File: config.mk
export PLATFORM = sky130hd
export DESIGN_NAME = twsi_xfer_seq
export DESIGN_NICKNAME = d
export VERILOG_FILES = /design/src/rtl/twsi_seq_pkg.sv /design/src/rtl/twsi_addr_pack.sv /design/src/rtl/twsi_status_decode.sv /design/src/rtl/twsi_ctl_drive.sv /design/src/rtl/twsi_xfer_seq.sv
export SDC_FILE = /design/constraint.sdc
export NUM_CORES = 1
export LEC_CHECK = 0
export CAP_MARGIN = 0
export CORE_UTILIZATION = 35
export CTS_CLUSTER_SIZE = 16
export DETAILED_ROUTE_END_ITERATION = 16
export GPL_ROUTABILITY_DRIVEN = 0
export GPL_TIMING_DRIVEN = 0
export SKIP_LAST_GASP = 1
export SYNTH_ARGS = -nofsm -noshare
export SYNTH_HDL_FRONTEND = slang
export SYNTH_HIERARCHICAL = 1
export SYNTH_SLANG_ARGS = --single-unit
File: constraint.sdc
create_clock -name clk -period 4.5 [get_ports clk]
set_input_delay 0.675 -clock clk [delete_from_list [all_inputs] [get_ports clk]]
set_output_delay 0.675 -clock clk [all_outputs]
set_load 0.05 [all_outputs]
File: src/rtl/twsi_seq_pkg.sv
package twsi_seq_pkg;
  localparam int BYTE_W = 8;
  localparam int ADDR_W = 10;

  // control word bit positions decoded by the controller
  localparam int CB_ACK   = 2;
  localparam int CB_STOP  = 4;
  localparam int CB_START = 5;
  localparam int CB_EN    = 6;
  localparam int CB_IEN   = 7;

  localparam logic [7:0] ST_START      = 8'h08;
  localparam logic [7:0] ST_RSTART     = 8'h10;
  localparam logic [7:0] ST_WADDR_ACK  = 8'h18;
  localparam logic [7:0] ST_WADDR_NAK  = 8'h20;
  localparam logic [7:0] ST_WDATA_ACK  = 8'h28;
  localparam logic [7:0] ST_WDATA_NAK  = 8'h30;
  localparam logic [7:0] ST_RADDR_ACK  = 8'h40;
  localparam logic [7:0] ST_RADDR_NAK  = 8'h48;
  localparam logic [7:0] ST_RDATA_ACK  = 8'h50;
  localparam logic [7:0] ST_RDATA_NAK  = 8'h58;
  localparam logic [7:0] ST_WADDR2_ACK = 8'hD0;
  localparam logic [7:0] ST_RADDR2_ACK = 8'hE0;

  typedef enum logic [3:0] {
    ACT_NONE, ACT_START, ACT_ADDR1, ACT_ADDR2, ACT_SEND,
    ACT_CONT, ACT_RECV, ACT_RECV_STOP, ACT_STOP, ACT_STOP_RST
  } act_e;

  typedef enum logic [1:0] {
    RES_OK = 2'd0, RES_NODEV = 2'd1, RES_IOERR = 2'd2
  } res_e;
endpackage

File: src/rtl/twsi_addr_pack.sv
module twsi_addr_pack
  import twsi_seq_pkg::*;
(
  input  logic [ADDR_W-1:0] addr,
  input  logic              ten,
  input  logic              rd,
  output logic [BYTE_W-1:0] byte_one,
  output logic [BYTE_W-1:0] byte_two
);
  localparam logic [4:0] TEN_PREFIX = 5'b11110;

  always_comb begin
    if (ten) byte_one = {TEN_PREFIX, addr[9:8], rd};
    else     byte_one = {addr[6:0], rd};
    byte_two = addr[7:0];
  end
endmodule

File: src/rtl/twsi_status_decode.sv
module twsi_status_decode
  import twsi_seq_pkg::*;
(
  input  logic [7:0] status,
  input  logic       ten,
  input  logic       left_zero,
  input  logic       left_one,
  input  logic       left_two,
  output act_e       act,
  output logic       left_dec,
  output logic       ack_clear,
  output logic       finish,
  output res_e       res
);
  always_comb begin
    act       = ACT_STOP_RST;
    left_dec  = 1'b0;
    ack_clear = 1'b0;
    finish    = 1'b1;
    res       = RES_IOERR;
    case (status)
      ST_START, ST_RSTART: begin
        act    = ACT_ADDR1;
        finish = 1'b0;
      end
      ST_WADDR_ACK, ST_WADDR2_ACK, ST_WDATA_ACK: begin
        if (status == ST_WADDR_ACK && ten) begin
          act    = ACT_ADDR2;
          finish = 1'b0;
        end else if (left_zero) begin
          act = ACT_STOP;
          res = RES_OK;
        end else begin
          act      = ACT_SEND;
          left_dec = 1'b1;
          finish   = 1'b0;
        end
      end
      ST_RADDR_ACK, ST_RADDR2_ACK: begin
        if (status == ST_RADDR_ACK && ten) begin
          act    = ACT_ADDR2;
          finish = 1'b0;
        end else if (left_zero) begin
          act = ACT_STOP;
          res = RES_OK;
        end else begin
          act       = ACT_CONT;
          ack_clear = left_one;
          finish    = 1'b0;
        end
      end
      ST_RDATA_ACK: begin
        act       = ACT_RECV;
        left_dec  = !left_zero;
        ack_clear = left_two || left_one;
        finish    = 1'b0;
      end
      ST_RDATA_NAK: begin
        act = ACT_RECV_STOP;
        res = RES_OK;
      end
      ST_WADDR_NAK, ST_WDATA_NAK, ST_RADDR_NAK: begin
        act = ACT_STOP;
        res = RES_NODEV;
      end
      default: begin
        act = ACT_STOP_RST;
        res = RES_IOERR;
      end
    endcase
  end
endmodule

File: src/rtl/twsi_ctl_drive.sv
module twsi_ctl_drive
  import twsi_seq_pkg::*;
(
  input  logic              clk,
  input  logic              rst,
  input  act_e              act,
  input  logic              ack_eff,
  input  logic [BYTE_W-1:0] byte_one,
  input  logic [BYTE_W-1:0] byte_two,
  input  logic [BYTE_W-1:0] tx_data,
  input  logic [BYTE_W-1:0] rdata,
  output logic              ctl_we,
  output logic [BYTE_W-1:0] ctl_wdata,
  output logic              data_we,
  output logic [BYTE_W-1:0] data_wdata,
  output logic              tx_pop,
  output logic              rx_valid,
  output logic [BYTE_W-1:0] rx_data,
  output logic              ctl_rst
);
  localparam logic [BYTE_W-1:0] W_EN    = BYTE_W'(1) << CB_EN;
  localparam logic [BYTE_W-1:0] W_ACK   = BYTE_W'(1) << CB_ACK;
  localparam logic [BYTE_W-1:0] W_STOP  = W_EN | (BYTE_W'(1) << CB_STOP);
  localparam logic [BYTE_W-1:0] W_START = W_EN | W_ACK | (BYTE_W'(1) << CB_START);

  logic [BYTE_W-1:0] run_word;
  assign run_word = W_EN | (ack_eff ? W_ACK : '0);

  always_ff @(posedge clk) begin
    if (rst) begin
      ctl_we     <= 1'b0;
      ctl_wdata  <= '0;
      data_we    <= 1'b0;
      data_wdata <= '0;
      tx_pop     <= 1'b0;
      rx_valid   <= 1'b0;
      rx_data    <= '0;
      ctl_rst    <= 1'b0;
    end else begin
      ctl_we   <= (act != ACT_NONE);
      data_we  <= 1'b0;
      tx_pop   <= 1'b0;
      rx_valid <= 1'b0;
      ctl_rst  <= 1'b0;
      case (act)
        ACT_START: ctl_wdata <= W_START;
        ACT_ADDR1: begin
          data_we    <= 1'b1;
          data_wdata <= byte_one;
          ctl_wdata  <= run_word;
        end
        ACT_ADDR2: begin
          data_we    <= 1'b1;
          data_wdata <= byte_two;
          ctl_wdata  <= run_word;
        end
        ACT_SEND: begin
          data_we    <= 1'b1;
          data_wdata <= tx_data;
          tx_pop     <= 1'b1;
          ctl_wdata  <= run_word;
        end
        ACT_CONT: ctl_wdata <= run_word;
        ACT_RECV: begin
          rx_valid  <= 1'b1;
          rx_data   <= rdata;
          ctl_wdata <= run_word;
        end
        ACT_RECV_STOP: begin
          rx_valid  <= 1'b1;
          rx_data   <= rdata;
          ctl_wdata <= W_STOP;
        end
        ACT_STOP: ctl_wdata <= W_STOP;
        ACT_STOP_RST: begin
          ctl_wdata <= W_STOP;
          ctl_rst   <= 1'b1;
        end
        default: ctl_wdata <= ctl_wdata;
      endcase
    end
  end
endmodule

File: src/rtl/twsi_xfer_seq.sv
module twsi_xfer_seq
  import twsi_seq_pkg::*;
#(
  parameter int LEN_W = 8
) (
  input  logic             clk,
  input  logic             rst,
  input  logic             req_valid,
  input  logic [9:0]       req_addr,
  input  logic             req_ten,
  input  logic             req_read,
  input  logic [LEN_W-1:0] req_len,
  output logic             busy,
  output logic             done,
  output logic [1:0]       result,
  input  logic [7:0]       tx_data,
  output logic             tx_pop,
  output logic             rx_valid,
  output logic [7:0]       rx_data,
  input  logic             flag,
  input  logic [7:0]       status,
  input  logic [7:0]       rdata,
  output logic             ctl_we,
  output logic [7:0]       ctl_wdata,
  output logic             data_we,
  output logic [7:0]       data_wdata,
  output logic             ctl_rst
);
  logic [ADDR_W-1:0] addr_q;
  logic              ten_q, rd_q, busy_q, done_q, hold_q, ack_q;
  logic [LEN_W-1:0]  left_q;
  res_e              res_q;

  logic        fire, ack_eff;
  act_e        act, dec_act;
  logic        dec_left_dec, dec_ack_clear, dec_finish;
  res_e        dec_res;
  logic [BYTE_W-1:0] byte_one, byte_two;

  assign fire = flag && !hold_q;

  twsi_addr_pack u_pack (
    .addr(addr_q), .ten(ten_q), .rd(rd_q),
    .byte_one(byte_one), .byte_two(byte_two)
  );

  twsi_status_decode u_dec (
    .status(status), .ten(ten_q),
    .left_zero(left_q == '0),
    .left_one(left_q == LEN_W'(1)),
    .left_two(left_q == LEN_W'(2)),
    .act(dec_act), .left_dec(dec_left_dec), .ack_clear(dec_ack_clear),
    .finish(dec_finish), .res(dec_res)
  );

  always_comb begin
    act = ACT_NONE;
    if (!busy_q) begin
      if (fire)           act = ACT_STOP;
      else if (req_valid) act = ACT_START;
    end else if (fire) begin
      act = dec_act;
    end
    ack_eff = (act == ACT_START) ? 1'b1 : (ack_q && !dec_ack_clear);
  end

  always_ff @(posedge clk) begin
    if (rst) begin
      addr_q <= '0;
      ten_q  <= 1'b0;
      rd_q   <= 1'b0;
      busy_q <= 1'b0;
      done_q <= 1'b0;
      hold_q <= 1'b0;
      ack_q  <= 1'b1;
      left_q <= '0;
      res_q  <= RES_OK;
    end else begin
      hold_q <= (act != ACT_NONE);
      done_q <= 1'b0;
      if (act == ACT_START) begin
        addr_q <= req_addr;
        ten_q  <= req_ten;
        rd_q   <= req_read;
        left_q <= req_len;
        ack_q  <= 1'b1;
        busy_q <= 1'b1;
      end else if (busy_q && fire) begin
        if (dec_left_dec)  left_q <= left_q - LEN_W'(1);
        if (dec_ack_clear) ack_q  <= 1'b0;
        if (dec_finish) begin
          busy_q <= 1'b0;
          done_q <= 1'b1;
          res_q  <= dec_res;
        end
      end
    end
  end

  twsi_ctl_drive u_drv (
    .clk(clk), .rst(rst), .act(act), .ack_eff(ack_eff),
    .byte_one(byte_one), .byte_two(byte_two), .tx_data(tx_data), .rdata(rdata),
    .ctl_we(ctl_we), .ctl_wdata(ctl_wdata), .data_we(data_we),
    .data_wdata(data_wdata), .tx_pop(tx_pop), .rx_valid(rx_valid),
    .rx_data(rx_data), .ctl_rst(ctl_rst)
  );

  assign busy   = busy_q;
  assign done   = done_q;
  assign result = res_q;


  done_pulse_chk: assert property (@(posedge clk) disable iff (rst) done |=> !done);

  done_with_stop_chk: assert property (@(posedge clk) disable iff (rst)
    done |-> (ctl_we && ctl_wdata[CB_STOP] && !busy));

  start_after_req_chk: assert property (@(posedge clk) disable iff (rst)
    (ctl_we && ctl_wdata[CB_START]) |-> ($past(req_valid) && !$past(busy_q)));

  ien_clear_chk: assert property (@(posedge clk) disable iff (rst)
    ctl_we |-> !ctl_wdata[CB_IEN]);

  rst_only_ioerr_chk: assert property (@(posedge clk) disable iff (rst)
    ctl_rst |-> (done && result == RES_IOERR));

  pop_with_data_chk: assert property (@(posedge clk) disable iff (rst)
    tx_pop |-> (data_we && !rx_valid));

  left_no_wrap_chk: assert property (@(posedge clk) disable iff (rst)
    (busy_q && $past(busy_q) && $past(left_q) == '0) |-> left_q == '0);
endmodule

==> impl_metrics.ini <==
[run_status]
status = finished clean

[placed_design]
place_hpwl_mm = 6.03
post-place-ws_ns = 0.225
port_buffers = 75
placed_cells = 557

[global_route]
grt_pass1_vias = 2607
grt_pass1_wl_mm = 12.3
grt_max_degree = 19
grt_use_total = 0.170
grt_overflow = 0
antenna_found_initial = 0

[timing]
slew-limit-headroom = 0.556
setup_tns_ns = 0
period_share = 0.889
setup_ws_ns = 0.498
setup_violations = 0
fin_skew_ns = 0.00793
rsz0062_at_grt = no
whs_ns = 0.474
fmax_mhz = 250
hold_viol_final = 0
worst-slew-pin-transition_ns = 0.663
slew_violations = 0
period_needed_ns = 4.00

[power]
p_sw_mw = 0.309
ir_drop_uv = 117
combPwrFrac = 0.235
p_seq_frac = 0.483
leakagePower_nw = 1.59
p_sw_frac = 0.307
power_density_mw_per_mm2 = 245
power.internal_mw = 0.697
pwr-share-clk = 0.282

[routing]
drt-initial-drc-count = 120
ant_nets = 0
wl_per_cell_um = 13.9
num_vias = 2922
drc = 0
wl_met1_mm = 3.73
dr.pass1.iters = 6
top_layer_used = met4
wl_met3_um = 434
viasPerCell = 5.17
routed_wirelength_mm = 7.84
met2_length_mm = 3.63

[worst_hold_path]
hold_end = rd_q
hold_depth = 2
min_from = rd_q
hold_path.class = register to register

[logic_synthesis]
synth.cell_area_sq_mm = 0.00312
synth_seq_cells = 51
yosys_warnings = 6
synthArstFlopShare = 0
synth_edf_count = 0
yosysSeqAreaShare = 0.327
synth_cells = 371
yosysUniqueCellTypes = 67
synth_top_flop_cell = dfxtp_1
syn_area_per_cell_sq_um = 8.40

[worst_setup_path]
cp.required_ns = 4.76
r2r_setup_slack_ns = 0.65
slowest_delay_ns = 0.63
cp-end-kind = register
r2r_start = left_q[2]
critPathKind = input port to register
crit_fanout = 9
cp-start-kind = input port
path_buf_inv = 1
crit_start = status[5]
ff2ff_path_depth = 13
worst_ep_arrival_time_ns = 4.26
critical-path-top-delay-family = simple AND/OR/NAND/NOR gates
r2r_end = u_drv/ctl_wdata[2]
crit_slowest_cell = or4b_4
crit_chain = clkdlybuf4s50_1 -> nor4b_2 -> nand4b_1 -> o311a_4 -> nand2b_4 -> o211ai_1 -> or4b_4 -> nor3_4 -> nor2_1 -> o21ai_0 -> a21bo_2 -> a221oi_1 -> o221a_2

[die]
start_util = 0.359
ios = 81
core_sq_mm = 0.00868
die_area_sq_mm = 0.00929
fp.dieW_um = 96.4
die_h_um = 96.4
rows = 34

[layout]
layout.nets = 507
layout.cells.non_filler = 565
mostFrequentLayoutCells = clkdlybuf4s50_1, dfxtp_1, a21oi_1, nor2_1, nand3_1
antennaDiodeCount = 0
syn_to_final_growth_pct = 31.9
drive_above_1_share = 0.142
layout_commonest_cell = clkdlybuf4s50_1

[clocking]
holdBufCountCts = 0
clk_latency_ns = 0.31
cts.repair.resized = 0
cts.sinks = 51
cts-root-buf = clkbuf_8
cts_inserted_buffers = 5
clockBufferDepth = 2
cts.clk_slew.worst_paths_ns = 0.10
post_cts_buffers = 0
htreeDepth = 2
cts_tree = done

[job]
drv_cap = 0
==> per-stage QoR <==
step	utilization	total power [mW]	instance area, sq um
after floorplan	-	0.645	3130
after global placement	0.463	0.731	4020
after detailed placement	0.463	0.733	4020
after CTS	0.474	1.02	4110
after global routing	0.474	1.06	4110
final	0.474	1.01	4110
==> worst max-delay path by stage <==
stage | to | depth (start not counted)
floorplan | u_drv/ctl_wdata[2] | 13
global placement | u_drv/ctl_wdata[2] | 13
detailed placement | u_drv/ctl_wdata[2] | 13
CTS | u_drv/ctl_wdata[2] | 13
global route | u_drv/ctl_wdata[2] | 13
finish | u_drv/ctl_wdata[2] | 13
==> area by class of cell <==
class                   count  area (sq um)
clock buffers               5          68.8
repair buffers             75           751
inverters                   9          33.8
well taps                 108           135
multi-input cells         271          1800
plain buffers              43           277
flip-flops and latches     51          1020
fillers                   883          4570
clock inverters             3          28.8
==> state kept, by name (all words and copies together), names as in the netlist, 2 cells and up <==
name,count
addr_q,10
u_drv/rx_data,8
left_q,8
result,2
u_drv/ctl_wdata,4
u_drv/data_wdata,8
==> layer usage <==
layer  global-route usage  vias up
met3               0.0321        4
met2                0.284       78
met5                    0        -
met4               0.0441        0
li1                     -     1496
met1                0.224     1344
==> power by group through the flow <==
stage                     Sequential [mW]  Combinational, mW  Clock [mW]
after CTS                           0.486              0.238       0.298
after global routing                0.489              0.260       0.308
after floorplan                     0.514              0.131           0
final                               0.486              0.236       0.283
after detailed placement            0.496              0.237           0
after global placement              0.496              0.235           0
==> synth_stat cells, drive strengths merged (4+ instances only) <==
cell type | number | area, sq um
nand2b | 7 | 51.3
xor2 | 6 | 52.6
clkbuf | 12 | 46.3
nor3b | 6 | 55.1
inv | 8 | 30.0
a31oi | 4 | 25.0
nand4b | 4 | 35.0
o21ai | 22 | 110
nor3 | 15 | 103
o22ai | 7 | 43.8
a211oi | 7 | 52.6
nand2 | 13 | 48.8
a21oi | 31 | 155
mux2i | 11 | 110
o21a | 4 | 30.0
nor2 | 29 | 109
nand3 | 26 | 130
dfxtp | 51 | 1020
buf | 31 | 230
nand3b | 4 | 30.0
or2 | 4 | 25.0
and2 | 13 | 81.3
a311oi | 7 | 61.3
==> cell families after synthesis <==
logic type               share of synthesized area
buffers and inverters                       0.0995
other                                      0.00120
AND/OR/NAND/NOR                              0.284
multiplexers                                0.0461
AO/OA/AOI/OAI                                0.204
XOR/XNOR                                    0.0253
flip-flops                                   0.327
adder cells (fa/ha/maj)                     0.0120
==> worst register-to-register path: cells and delay by family (launching register included) <==
kind            cells  cell delay (ns)
compound gates      6             1.24
flops               1             0.35
simple gates        7             2.21
Power figures use the tool's default switching activity.
